**src/rtl/adcseq_pkg.sv**
```systemverilog
package adcseq_pkg;

   localparam int MASK_W   = 16;
   localparam int CH_W     = 4;
   localparam int CMD_BITS = 8;
   localparam logic [CMD_BITS-1:0] STATUS_CMD = 8'h0C;

   typedef enum logic [1:0] {
      ST_IDLE,
      ST_LAUNCH,
      ST_XFER,
      ST_EOC
   } seq_state_e;

   // interleaved multiplexer code: 0..7 -> 0,4,1,5,2,6,3,7
   function automatic logic [2:0] mux_code(input logic [2:0] c);
      return {c[0], c[2:1]};
   endfunction

   // index 0..7 single-ended (bit 7 set), 8..15 pair led by index-8
   function automatic logic [CMD_BITS-1:0] conv_cmd(input logic [CH_W-1:0] idx);
      return {~idx[3], mux_code(idx[2:0]), 4'b0000};
   endfunction

   function automatic logic [CH_W-1:0] lowest_set(input logic [MASK_W-1:0] m);
      logic [CH_W-1:0] r;
      r = '0;
      for (int i = MASK_W - 1; i >= 0; i--) begin
         if (m[i]) r = i[CH_W-1:0];
      end
      return r;
   endfunction

endpackage

```
**src/rtl/adcseq_spi.sv**
```systemverilog
module adcseq_spi #(
   parameter int FRAME_BITS = 16,
   parameter int SCLK_HALF  = 2
) (
   input  logic                  clk,
   input  logic                  rst_n,
   input  logic                  go,
   input  logic [FRAME_BITS-1:0] tx_word,
   output logic                  done,
   output logic [FRAME_BITS-1:0] rx_word,
   output logic                  sclk,
   output logic                  cs_n,
   output logic                  mosi,
   input  logic                  miso
);

   localparam int DIVW = $clog2(SCLK_HALF + 1);
   localparam int BITW = $clog2(FRAME_BITS);

   logic [DIVW-1:0]       div;
   logic [BITW-1:0]       nbit;
   logic [FRAME_BITS-1:0] tx_sh;
   logic [FRAME_BITS-1:0] rx_sh;
   logic                  act;

   always_ff @(posedge clk) begin
      if (!rst_n) begin
         act   <= 1'b0;
         cs_n  <= 1'b1;
         sclk  <= 1'b0;
         done  <= 1'b0;
         div   <= '0;
         nbit  <= '0;
         tx_sh <= '0;
         rx_sh <= '0;
      end else begin
         done <= 1'b0;
         if (!act) begin
            if (go) begin
               act   <= 1'b1;
               cs_n  <= 1'b0;
               tx_sh <= tx_word;
               div   <= '0;
               nbit  <= '0;
            end
         end else if (div == DIVW'(SCLK_HALF - 1)) begin
            div <= '0;
            if (!sclk) begin
               sclk  <= 1'b1;
               rx_sh <= {rx_sh[FRAME_BITS-2:0], miso};
            end else begin
               sclk <= 1'b0;
               if (nbit == BITW'(FRAME_BITS - 1)) begin
                  act  <= 1'b0;
                  cs_n <= 1'b1;
                  done <= 1'b1;
               end else begin
                  nbit  <= nbit + 1'b1;
                  tx_sh <= {tx_sh[FRAME_BITS-2:0], 1'b0};
               end
            end
         end else begin
            div <= div + 1'b1;
         end
      end
   end

   assign mosi    = act ? tx_sh[FRAME_BITS-1] : 1'b0;
   assign rx_word = rx_sh;

   // serial clock only toggles inside a frame
   p_sclk_idle_r3: assert property (@(posedge clk) disable iff (!rst_n)
      cs_n |-> !sclk);

   // a frame ends only after the last bit position
   p_frame_len_r3: assert property (@(posedge clk) disable iff (!rst_n)
      $rose(cs_n) |-> $past(nbit) == BITW'(FRAME_BITS - 1));

endmodule

```
**src/rtl/adcseq_eoc.sv**
```systemverilog
module adcseq_eoc #(
   parameter int SYNC_STAGES = 2,
   parameter int TIMEOUT     = 1000
) (
   input  logic clk,
   input  logic rst_n,
   input  logic eoc_in,
   input  logic arm,
   output logic hit,
   output logic expire
);

   localparam int CNTW = $clog2(TIMEOUT + 1);

   logic            eoc_s;
   logic            eoc_d;
   logic [CNTW-1:0] cnt;

   if (SYNC_STAGES == 0) begin : g_nosync
      assign eoc_s = eoc_in;
   end else begin : g_sync
      logic [SYNC_STAGES-1:0] chain;
      always_ff @(posedge clk) begin
         if (!rst_n) chain <= '0;
         else        chain <= (chain << 1) | SYNC_STAGES'(eoc_in);
      end
      assign eoc_s = chain[SYNC_STAGES-1];
   end

   always_ff @(posedge clk) begin
      if (!rst_n) begin
         eoc_d <= 1'b0;
         cnt   <= '0;
      end else begin
         eoc_d <= eoc_s;
         if (!arm) cnt <= '0;
         else if (cnt != CNTW'(TIMEOUT - 1)) cnt <= cnt + 1'b1;
      end
   end

   assign hit    = arm & eoc_s & ~eoc_d;
   assign expire = arm & ~hit & (cnt == CNTW'(TIMEOUT - 1));

   // the wait counter never passes the timeout limit
   p_cnt_bound_r8: assert property (@(posedge clk) disable iff (!rst_n)
      cnt <= CNTW'(TIMEOUT - 1));

endmodule

```
**src/rtl/adcseq_scan_seq.sv**
```systemverilog
module adcseq_scan_seq
   import adcseq_pkg::*;
#(
   parameter int SCLK_HALF   = 2,
   parameter int EOC_TIMEOUT = 10_000_000,
   parameter int SYNC_STAGES = 2,
   parameter int FRAME_BITS  = 16,
   parameter int RES_BITS    = 13
) (
   input  logic                       clk,
   input  logic                       rst_n,
   input  logic                       start,
   input  logic [15:0]                chan_mask,
   output logic                       busy,
   output logic                       scan_err,
   output logic                       spi_sclk,
   output logic                       spi_cs_n,
   output logic                       spi_mosi,
   input  logic                       spi_miso,
   input  logic                       eoc,
   output logic                       res_valid,
   input  logic                       res_ready,
   output logic signed [RES_BITS-1:0] res_value,
   output logic [3:0]                 res_chan
);

   localparam int PAD_BITS = FRAME_BITS - CMD_BITS;
   localparam int LOW_BITS = FRAME_BITS - RES_BITS;

   if (SCLK_HALF < 1) begin : g_bad_half
      $error("SCLK_HALF must be at least 1");
   end
   if (EOC_TIMEOUT < 2) begin : g_bad_tmo
      $error("EOC_TIMEOUT must be at least 2");
   end
   if (PAD_BITS < 1 || LOW_BITS < 1) begin : g_bad_frame
      $error("FRAME_BITS must exceed both the command and result widths");
   end

   seq_state_e            state;
   logic [MASK_W-1:0]     pend;
   logic [CH_W-1:0]       cur_ch;
   logic [CH_W-1:0]       prev_ch;
   logic                  have_prev;
   logic                  final_x;
   logic                  go;
   logic                  xfer_done;
   logic                  eoc_hit;
   logic                  eoc_expire;
   logic [CH_W-1:0]       nxt_ch;
   logic [CMD_BITS-1:0]   cmd;
   logic [FRAME_BITS-1:0] tx_word;
   logic [FRAME_BITS-1:0] rx_word;
   logic                  unused_rx;

   assign nxt_ch    = lowest_set(pend);
   assign cmd       = (pend != '0) ? conv_cmd(nxt_ch) : STATUS_CMD;
   assign tx_word   = {cmd, {PAD_BITS{1'b0}}};
   assign go        = (state == ST_LAUNCH) && !res_valid;
   assign busy      = (state != ST_IDLE);
   assign unused_rx = ^rx_word[LOW_BITS-1:0];

   adcseq_spi #(
      .FRAME_BITS (FRAME_BITS),
      .SCLK_HALF  (SCLK_HALF)
   ) u_spi (
      .clk     (clk),
      .rst_n   (rst_n),
      .go      (go),
      .tx_word (tx_word),
      .done    (xfer_done),
      .rx_word (rx_word),
      .sclk    (spi_sclk),
      .cs_n    (spi_cs_n),
      .mosi    (spi_mosi),
      .miso    (spi_miso)
   );

   adcseq_eoc #(
      .SYNC_STAGES (SYNC_STAGES),
      .TIMEOUT     (EOC_TIMEOUT)
   ) u_eoc (
      .clk    (clk),
      .rst_n  (rst_n),
      .eoc_in (eoc),
      .arm    (state == ST_EOC),
      .hit    (eoc_hit),
      .expire (eoc_expire)
   );

   always_ff @(posedge clk) begin
      if (!rst_n) begin
         state     <= ST_IDLE;
         pend      <= '0;
         cur_ch    <= '0;
         prev_ch   <= '0;
         have_prev <= 1'b0;
         final_x   <= 1'b0;
         scan_err  <= 1'b0;
         res_valid <= 1'b0;
         res_value <= '0;
         res_chan  <= '0;
      end else begin
         if (res_valid && res_ready) res_valid <= 1'b0;
         case (state)
            ST_IDLE: begin
               if (start && chan_mask != '0) begin
                  pend      <= chan_mask;
                  have_prev <= 1'b0;
                  state     <= ST_LAUNCH;
               end
            end
            ST_LAUNCH: begin
               if (go) begin
                  prev_ch <= cur_ch;
                  if (pend != '0) begin
                     cur_ch  <= nxt_ch;
                     pend    <= pend & ~(MASK_W'(1) << nxt_ch);
                     final_x <= 1'b0;
                  end else begin
                     final_x <= 1'b1;
                  end
                  state <= ST_XFER;
               end
            end
            ST_XFER: begin
               if (xfer_done) begin
                  if (have_prev) begin
                     res_valid <= 1'b1;
                     res_value <= rx_word[FRAME_BITS-1 -: RES_BITS];
                     res_chan  <= prev_ch;
                  end
                  have_prev <= 1'b1;
                  state     <= final_x ? ST_IDLE : ST_EOC;
               end
            end
            ST_EOC: begin
               if (eoc_hit) begin
                  state <= ST_LAUNCH;
               end else if (eoc_expire) begin
                  scan_err <= 1'b1;
                  state    <= ST_IDLE;
               end
            end
            default: state <= ST_IDLE;
         endcase
      end
   end

   // a waiting result holds still
   p_hold_r10: assert property (@(posedge clk) disable iff (!rst_n)
      (res_valid && !res_ready) |=> (res_valid && $stable(res_value) && $stable(res_chan)));

   // no frame opens while a result is still waiting
   p_no_frame_r10: assert property (@(posedge clk) disable iff (!rst_n)
      $fell(spi_cs_n) |-> !$past(res_valid));

   // the timeout flag is sticky
   p_sticky_err_r8: assert property (@(posedge clk) disable iff (!rst_n)
      scan_err |=> scan_err);

   // chip select stays released while idle
   p_idle_cs_r1: assert property (@(posedge clk) disable iff (!rst_n)
      !busy |-> spi_cs_n);

   // a new frame after the first needs an eoc edge in between
   p_eoc_gate_r7: assert property (@(posedge clk) disable iff (!rst_n)
      (state == ST_EOC && !eoc_hit) |=> spi_cs_n);

endmodule

```
**config.mk**
```make
export PLATFORM = sky130hd
export DESIGN_NAME = adcseq_scan_seq
export DESIGN_NICKNAME = d
export VERILOG_FILES = /design/src/rtl/adcseq_pkg.sv /design/src/rtl/adcseq_spi.sv /design/src/rtl/adcseq_eoc.sv /design/src/rtl/adcseq_scan_seq.sv
export SDC_FILE = /design/constraint.sdc
export NUM_CORES = 1
export LEC_CHECK = 0
export BUFFER_PORTS_ARGS = -buffer_cell sky130_fd_sc_hd__buf_4
export CORE_MARGIN = 2
export CORE_UTILIZATION = 60
export CTS_CLUSTER_SIZE = 14
export DETAILED_ROUTE_END_ITERATION = 8
export GPL_TIMING_DRIVEN = 0
export PLACE_DENSITY = 0.82
export SYNTH_ARGS = -nofsm -noshare
export SYNTH_HDL_FRONTEND = slang
export SYNTH_SLANG_ARGS = --single-unit
```
**constraint.sdc**
```tcl
create_clock -name clk -period 3.45 [get_ports clk]
set_input_delay 0.345 -clock clk [delete_from_list [all_inputs] [get_ports clk]]
set_output_delay 0.345 -clock clk [all_outputs]
set_load 0.1 [all_outputs]
```
==> results of run 1 <==
[report_power, final]
part | total [µW] | switching, µW | leakage [µW] | internal [µW]
clock network | 768 | 480 | 0.000103 | 288
logic | 1170 | 758 | 0.000983 | 412
registers | 1450 | 105 | 0.000859 | 1340
total | 3380 | 1340 | 0.00194 | 2040
[cells in the mapped netlist (all sizes together), types with 12 or more instances]
cell type,number,share of area (%)
clkbuf,28,3.1
nand2,102,8.0
dfxtp,106,45
nand3,37,4.0
and3,12,1.6
xnor2,12,2.2
a21oi,68,7.2
o21ai,22,2.3
inv,14,1.1
nor2,51,4.1
nor4,14,2.3
[cell type report]
class | instances | area, µm² | share of cell area, %
Tap cell | 102 | 128 | 2.35
Multi-Input combinational cell | 430 | 2390 | 44.1
Inverter | 14 | 52.6 | 0.969
Timing Repair Buffer | 44 | 330 | 6.09
Clock inverter | 7 | 83.8 | 1.55
Buffer | 33 | 193 | 3.55
Sequential cell | 106 | 2120 | 39.1
Clock buffer | 9 | 124 | 2.28
[final timing paths]
kind                          from               endpoint  slack (ns)  cells past startpoint
max                   u_eoc.cnt[9]          u_eoc.cnt[21]        1.22                      8
max reg2reg           u_eoc.cnt[9]          u_eoc.cnt[21]        1.22                      8
min                            eoc  u_eoc.g_sync.chain[0]        0.17                      2
min reg2reg  u_eoc.g_sync.chain[0]  u_eoc.g_sync.chain[1]        0.44                      1
[stage by stage]
step,std cells,setup WS [ns]
finish,745,1.22
floorplan,583,1.24
detailed placement,729,1.06
global route,745,0.984
CTS,745,1.24
global placement,729,1.04
[logic make-up after synthesis]
logic type | after synthesis
flops | 106
simple gates | 276
buf+inv | 47
xor+xnor | 20
compound gates | 124
mux | 8
fa+ha+maj | 2
[metal layers]
| metal | global-route usage, % | share of wire, % | up-vias |
|---|---|---|---|
| li1 | - | - | 2150 |
| met1 | 36.0 | 45 | 2075 |
| met2 | 46.0 | 48 | 164 |
| met3 | 5.48 | 5.5 | 19 |
| met4 | 7.60 | 1.2 | 0 |
| met5 | 0 | 0 | - |
[sequential cells by signal, summed over array words and instances, names as in the netlist, 2 cells and up]
signal              flops
u_eoc.cnt              24
pend                   16
u_spi.rx_word          16
res_value              13
u_spi.tx_sh             6
cur_ch                  4
prev_ch                 4
res_chan                4
u_spi.nbit              4
state                   2
u_eoc.g_sync.chain      2
u_spi.div               2
==> flow_metrics.env, run 1 <==
export IMPL_dp_hpwl_mm=8.15
export IMPL_clk_latency_ns=0.38
export IMPL_grt_use_total_pct=27.4
export IMPL_seq_area_frac_synth_pct=44.6
export IMPL_postCtsResizedCells=0
export IMPL_crit_fanout=10
export IMPL_grt_pass1_vias=4126
export IMPL_wl_per_cell_um=15.4
export IMPL_crit_required_ns=3.69
export IMPL_dr_pass1_iters=5
export IMPL_cts_sinks=106
export IMPL_numCtsBuffers=9
export IMPL_cts_root_buffer="clkbuf_8"
export IMPL_yosysWarnings=0
export IMPL_area_growth_pct=14.0
export IMPL_hold_slack_ns=0.174
export IMPL_layout_common_cells="dfxtp_1, nand2_1, a21oi_1"
export IMPL_hold_viol=0
export IMPL_outcome="completed"
export IMPL_postCtsSetupBuffers=0
export IMPL_final_cell_area_um2=5430
export IMPL_cp_slowest_stage_delay_ns=0.41
export IMPL_layout_drive_gt1_share_pct=13.2
export IMPL_post_route_util_pct=70.6
export IMPL_fp_dieH_um=93.1
export IMPL_fillers=639
export IMPL_syn_inst=583
export IMPL_p_per_area_nw_per_um2=624
export IMPL_synthArstFlopShare_pct=0
export IMPL_timing_setup_tns_ns=0
export IMPL_h_tree_depth=3
export IMPL_worst_setup_path_start_kind="flop"
export IMPL_skew_ns=0.0195
export IMPL_drt_initial_drc_count=237
export IMPL_criticalPathCategory="flop to flop"
export IMPL_vias=4408
export IMPL_clkTransAtPathRegs_ns=0.11
export IMPL_cts_tree="yes"
export IMPL_layout_min_cycle_time_ns=2.23
export IMPL_slew_viol_final=0
export IMPL_die_x_um=93.1
export IMPL_ant_nets=0
export IMPL_power_leakage_uw=0.00194
export IMPL_placed_area_um2=5220
export IMPL_ys_ff_latch=106
export IMPL_num_rows=32
export IMPL_min_period_over_period_pct=64.7
export IMPL_hold_buffers=0
export IMPL_final_common_cell="dfxtp_1"
export IMPL_syn_area_um2=4760
export IMPL_syn_num_nets=607
export IMPL_clock_fmax_ghz=0.448
export IMPL_diodes=0
export IMPL_core_area_um2=7690
export IMPL_cp_top_family="buffers and inverters"
export IMPL_num_io_pins=45
export IMPL_setup_viol=0
export IMPL_ys_flop_type="dfxtp_1"
export IMPL_synth_top_family_by_area="simple AND/OR/NAND/NOR gates"
export IMPL_synth_mux_area_share_pct=1.74
export IMPL_synth_xor_area_share_pct=3.68
export IMPL_synthAdderAreaFrac_pct=0.526
export IMPL_synth_edf_count=0
export IMPL_crit_path_frequent_cell="clkbuf_1"
export IMPL_critPathCaptureType="flop"
export IMPL_cts_buffer_depth=2
export IMPL_path_cells="clkbuf_1, and3_1, nand4_1, o211ai_1, clkbuf_1, nor3_1, xnor2_1, nor2_1"
export IMPL_nNetsFinal=662
export IMPL_synthDistinctLibCells=64
export IMPL_cp_arrival_ns=2.48
export IMPL_power_uw=3380
export IMPL_wirelength_mm=11.4
export IMPL_avgSynthCellArea_um2=8.16
export IMPL_avgViaCountPerCell=5.92
export IMPL_critPathBufInv=2
export IMPL_place_gp_congestion=0.916
export IMPL_grt_start_max_net_pins=22
export IMPL_start_util_pct=61.9
export IMPL_holdCritPathClass="input pin to flop"
export IMPL_antenna_found_initial=0
export IMPL_cp_slowest_cell="clkbuf_1"
export IMPL_synth_compound_area_share_pct=15.9
export IMPL_vdd_drop_max_v=0.000482
export IMPL_max_cap_viol_count=0
export IMPL_rsz0062_at_grt="no"
export IMPL_grt_pass1_wl_mm=19.1
export IMPL_worstMarginPinSlew_ns=0.730
export IMPL_globalRouteOverflowTotal=0
export IMPL_yosys_area_share_simple_pct=28.4
export IMPL_drc_errors=0
export IMPL_die_area_um2=8660
export IMPL_relSlewSlack_pct=51.0
export IMPL_port_buffer_count=44
(Power assumes the default switching activity.)
==> inputs of run 2 (changes only) <==
CORE_UTILIZATION = 59   (was 60)
PLACE_DENSITY = 0.8   (was 0.82)
clock period = 2.21 ns   (was 3.45 ns; I/O delays follow)
==> flow_metrics.env, run 2 (synthesis results as in run 1) <==
export IMPL_timing_setup_tns_ns=0
export IMPL_dp_hpwl_mm=8.03
export IMPL_placed_area_um2=5220
export IMPL_crit_required_ns=2.48
export IMPL_clk_latency_ns=0.38
export IMPL_grt_use_total_pct=27.4
export IMPL_start_util_pct=61.3
export IMPL_layout_common_cells="dfxtp_1, nand2_1, a21oi_1"
export IMPL_multi_input_area_um2=2420
export IMPL_hold_buffers=0
export IMPL_cts_tree="yes"
export IMPL_numCtsBuffers=9
export IMPL_grt_pass1_wl_mm=19.3
export IMPL_die_area_um2=8800
export IMPL_criticalPathCategory="flop to flop"
export IMPL_min_period_over_period_pct=94.7
export IMPL_grt_pass1_vias=4090
export IMPL_num_io_pins=45
export IMPL_ant_nets=0
export IMPL_nNetsFinal=665
export IMPL_h_tree_depth=3
export IMPL_relSlewSlack_pct=49.0
export IMPL_worst_setup_path_start_kind="flop"
export IMPL_avgViaCountPerCell=5.86
export IMPL_drt_initial_drc_count=264
export IMPL_grt_start_max_net_pins=20
export IMPL_final_cell_area_um2=5520
export IMPL_cts_sinks=106
export IMPL_skew_ns=0.00818
export IMPL_cp_slowest_cell="o311ai_1"
export IMPL_place_gp_congestion=0.905
export IMPL_slew_viol_final=0
export IMPL_num_rows=32
export IMPL_area_growth_pct=15.9
export IMPL_hold_viol=0
export IMPL_cts_buffer_depth=2
export IMPL_vias=4383
export IMPL_port_buffer_count=44
export IMPL_drc_errors=0
export IMPL_crit_fanout=8
export IMPL_wirelength_mm=11.5
export IMPL_core_area_um2=7770
export IMPL_layout_min_cycle_time_ns=2.09
export IMPL_holdCritPathClass="input pin to flop"
export IMPL_setup_viol=0
export IMPL_cts_root_buffer="clkbuf_8"
export IMPL_fillers=666
export IMPL_p_per_area_nw_per_um2=1010
export IMPL_globalRouteOverflowTotal=0
export IMPL_power_leakage_uw=0.00199
export IMPL_largest_register_ffs=24
export IMPL_final_common_cell="dfxtp_1"
export IMPL_diodes=0
export IMPL_worstMarginPinSlew_ns=0.758
export IMPL_die_x_um=93.8
export IMPL_cp_slowest_stage_delay_ns=0.64
export IMPL_fp_dieH_um=93.8
export IMPL_max_cap_viol_count=0
export IMPL_vdd_drop_max_v=0.000586
export IMPL_critPathCaptureType="flop"
export IMPL_wl_per_cell_um=15.4
export IMPL_path_cells="clkbuf_2, o311ai_1, a21boi_0, o311a_1"
export IMPL_clock_fmax_ghz=0.478
export IMPL_cp_arrival_ns=2.37
export IMPL_largest_register="u_eoc.cnt"
export IMPL_dr_pass1_iters=5
export IMPL_clkTransAtPathRegs_ns=0.10
export IMPL_layout_drive_gt1_share_pct=14.4
export IMPL_outcome="completed"
export IMPL_seq_area_um2=2120
export IMPL_antenna_found_initial=0
-- run 2: worst max-delay path, delay by kind of cell, from the launching register on --
| family | cells | cell delay [ns] |
|---|---|---|
| compound gates | 3 | 1.51 |
| buf+inv | 1 | 0.17 |
| flops | 1 | 0.31 |
-- run 2: layer usage --
metal  track usage, %  wire [µm]
met3             5.70        667
met1             36.7       5190
met2             44.8       5440
met5                0          0
met4             7.73        183
-- run 2: final timing paths --
check / from / endpoint / slack [ns] / depth (start not counted)
min: eoc / u_eoc.g_sync.chain[0] / 0.05 / 2
max reg2reg: pend[7] / pend[13] / 0.12 / 4
min reg2reg: prev_ch[0] / res_chan[0] / 0.45 / 2
max: pend[7] / pend[13] / 0.12 / 4
-- run 2: stage by stage --
| stage | std cells | hold WS (ns) | setup slack (ns) | utilization (%) | total power, µW |
|---|---|---|---|---|---|
| 5_1_grt | 748 | 0.0404 | -0.00272 | 71.0 | 5840 |
| 3_5_place_dp | 729 | 0.434 | -0.136 | 67.2 | 4100 |
| 2_1_floorplan | 583 | 0.348 | 0.0543 | - | 3640 |
| 6_report | 748 | 0.0518 | 0.116 | 71.0 | 5580 |
| 4_1_cts | 745 | 0.0445 | 0.00521 | 70.3 | 5490 |
| 3_3_place_gp | 729 | 0.418 | -0.115 | 67.2 | 4050 |
-- run 2: what timing repair did --
item,in CTS,in global routing
buffers inserted,0,3
resized for setup,0,8
endpoints found under the setup margin,0,35
-- run 2: cell type report --
class                      instances  area share (%)
multi-input combinational        430            43.9
sequential                       106            38.5
timing repair buffer              47            6.40
buffer                            33            3.52
clock buffer                      10            2.49
tap                              102            2.31
clock inverter                     6            1.95
inverter                          14           0.953
-- run 2: report_power, final --
group	leakage [µW]	total (µW)	switching, µW	internal (µW)
combinational	0.00101	1900	1230	673
clock	0.000124	1420	719	699
sequential	0.000859	2260	166	2090
==> inputs of run 3 (changes only) <==
CORE_UTILIZATION = 60   (was 59)
PLACE_DENSITY = 0.81   (was 0.8)
SYNTH_HIERARCHICAL = 1   (was default)
==> flow_metrics.env, run 3 <==
export IMPL_outcome="completed"
export IMPL_port_buffer_count=44
export IMPL_slew_viol_final=0
export IMPL_synth_largest_area_cell="dfxtp_1"
export IMPL_relSlewSlack_pct=31.5
export IMPL_holdCritPathClass="input pin to flop"
export IMPL_numCtsBuffers=17
export IMPL_yosys_top_cells_area="dfxtp_1, nand2_1, a21oi_1"
export IMPL_layout_common_cells="nand2_1, dfxtp_1, a21oi_1"
export IMPL_wl_per_cell_um=15.8
export IMPL_power_leakage_uw=0.00241
export IMPL_antenna_found_initial=0
export IMPL_avgSynthCellArea_um2=8.31
export IMPL_num_rows=34
export IMPL_die_area_um2=9800
export IMPL_hold_path_cell_count=3
export IMPL_seq_area_frac_synth_pct=42.9
export IMPL_critPathCaptureType="flop"
export IMPL_setup_viol=0
export IMPL_skew_ns=0.00967
export IMPL_postCtsSetupBuffers=0
export IMPL_grt_pass1_wl_mm=22.4
export IMPL_r2r_slack_ns=0.1
export IMPL_largest_register_ffs=24
export IMPL_crit_fanout=10
export IMPL_dr_pass1_iters=4
export IMPL_layout_min_cycle_time_ns=2.11
export IMPL_cts_tree="yes"
export IMPL_largest_register="u_eoc/cnt"
export IMPL_clkTransAtPathRegs_ns=0.06
export IMPL_max_cap_viol_count=0
export IMPL_yosys_area_top_type_share_pct=42.9
export IMPL_min_period_over_period_pct=95.6
export IMPL_vias=5180
export IMPL_fp_dieH_um=99.0
export IMPL_ant_nets=0
export IMPL_rsz0062_at_grt="no"
export IMPL_grt_use_total_pct=27.9
export IMPL_dp_hpwl_mm=8.92
export IMPL_clk_latency_ns=0.52
export IMPL_die_x_um=99.0
export IMPL_cts_buffer_depth=2
export IMPL_syn_inst=652
export IMPL_hold_viol=0
export IMPL_globalRouteOverflowTotal=0
export IMPL_r2r_end="state[0]"
export IMPL_cp_arrival_ns=2.49
export IMPL_yosysWarnings=6
export IMPL_syn_area_um2=5420
export IMPL_final_common_cell="nand2_1"
export IMPL_avgViaCountPerCell=6.03
export IMPL_fillers=626
export IMPL_area_growth_pct=22.9
export IMPL_worstMarginPinSlew_ns=1.02
export IMPL_synthArstFlopShare_pct=0
export IMPL_wirelength_mm=13.6
export IMPL_grt_start_max_net_pins=17
export IMPL_worst_setup_path_start_kind="flop"
export IMPL_drc_errors=0
export IMPL_criticalPathCategory="flop to flop"
export IMPL_grt_pass1_vias=4862
export IMPL_place_gp_congestion=0.889
export IMPL_h_tree_depth=4
export IMPL_vdd_drop_max_v=0.000661
export IMPL_cts_sinks=116
export IMPL_layout_drive_gt1_share_pct=17.2
export IMPL_clock_fmax_ghz=0.473
export IMPL_ys_ff_latch=116
export IMPL_drt_initial_drc_count=297
export IMPL_holdPathEnd="pend[8]"
export IMPL_r2r_worst_path_cells=9
export IMPL_num_io_pins=45
export IMPL_nNetsFinal=762
export IMPL_min_from="chan_mask[8]"
export IMPL_p_per_area_nw_per_um2=821
export IMPL_start_util_pct=62.1
export IMPL_ys_flop_type="dfxtp_1"
export IMPL_synthDistinctLibCells=74
export IMPL_diodes=0
export IMPL_synthTopCellsByCount="nand2_1, dfxtp_1, a21oi_1"
export IMPL_post_synth_top_count_cell="nand2_1"
export IMPL_core_area_um2=8720
export IMPL_cts_root_buffer="clkbuf_8"
export IMPL_post_route_util_pct=76.3
export IMPL_crit_required_ns=2.58
export IMPL_synth_edf_count=0
export IMPL_worstReg2RegStart="u_eoc/cnt[15]"
export IMPL_hold_slack_ns=0.0451
run 3: cell types whose count changed after synthesis, sizes merged, moves of 10 or more:
cell / change
a21oi: +17
nor2: -14
buf: +13
mux2i: +14
nand2: +24
clkbuf: -12
o21ai: +10
dfxtp: +10
run 3: metrics by stage:
stage / instance area, µm² / TNS [ns] / cells / total power, µW / worst slack (ns)
after global routing: 6660 / 0 / 859 / 5670 / 0.00630
after CTS: 6640 / 0 / 860 / 5480 / 0.0177
after detailed placement: 5920 / -0.0185 / 813 / 2900 / -0.0185
after global placement: 5920 / 0 / 813 / 2890 / 0.00893
after floorplan: 5450 / 0 / 661 / 2730 / 0.209
final: 6660 / 0 / 859 / 5460 / 0.0963
run 3: worst max path at each step:
stage / from / endpoint / slack (ns) / cells after the start
global placement: u_eoc/cnt[10] / state[0] / 0.009 / 8
floorplan: res_valid / u_spi/tx_sh[10] / 0.21 / 8
global route: u_eoc/cnt[0] / state[0] / 0.006 / 8
finish: u_eoc/cnt[15] / state[0] / 0.1 / 9
detailed placement: u_eoc/cnt[10] / state[0] / -0.02 / 8
CTS: u_spi/act / spi_mosi / 0.02 / 4
run 3: kinds of logic (layout without fill, tap and decap cells):
logic type      count (synthesis)  count (layout)  synth area share [%]
buf+inv                        46             136                  4.00
fa+ha+maj                       2               2                 0.462
simple gates                  291             291                  27.9
xor+xnor                        6               6                 0.970
mux                            20              20                  3.70
other cells                     1              10                0.0692
compound gates                170             170                  20.1
flops                         116             116                  42.9
run 3: layer usage:
layer | routed length (µm) | share of wire (%) | GRT usage [%]
met1 | 5640 | 42 | 35.1
met2 | 6830 | 50 | 47.4
met3 | 894 | 6.6 | 6.67
met4 | 225 | 1.7 | 8.85
met5 | 0 | 0 | 0
run 3: worst max-delay path, stage by stage, from the launching register on:
cell      delay, ns
dfxtp_1        0.32
clkbuf_4       0.19
nor4bb_4       0.32
nand3_2        0.12
nor4_2         0.27
and3_1         0.25
nand2b_1       0.07
a22o_1         0.22
a22oi_1        0.13
a21oi_1        0.09
run 3: where the power goes:
| group | total (µW) | internal, µW | switching [µW] |
|---|---|---|---|
| combinational | 662 | 248 | 414 |
| sequential | 2240 | 2160 | 77.0 |
| clock | 2560 | 1510 | 1050 |
| total | 5460 | 3930 | 1540 |
run 3: repair_timing:
action / CTS / global route
endpoints found under the hold margin: 15 / 0
resized for setup: 2 / 8
pin swaps: 0 / 2
endpoints found under the setup margin: 1 / 6
hold buffers: 15 / 0
run 3: layout make-up:
class	count	area, µm²	share of cell area [%]
buffer	33	170	2.56
sequential	116	2330	34.9
tap	108	135	2.03
clock inverter	15	146	2.20
clock buffer	17	414	6.22
inverter	12	45.0	0.677
multi-input combinational	499	2940	44.2
timing repair buffer	59	480	7.22
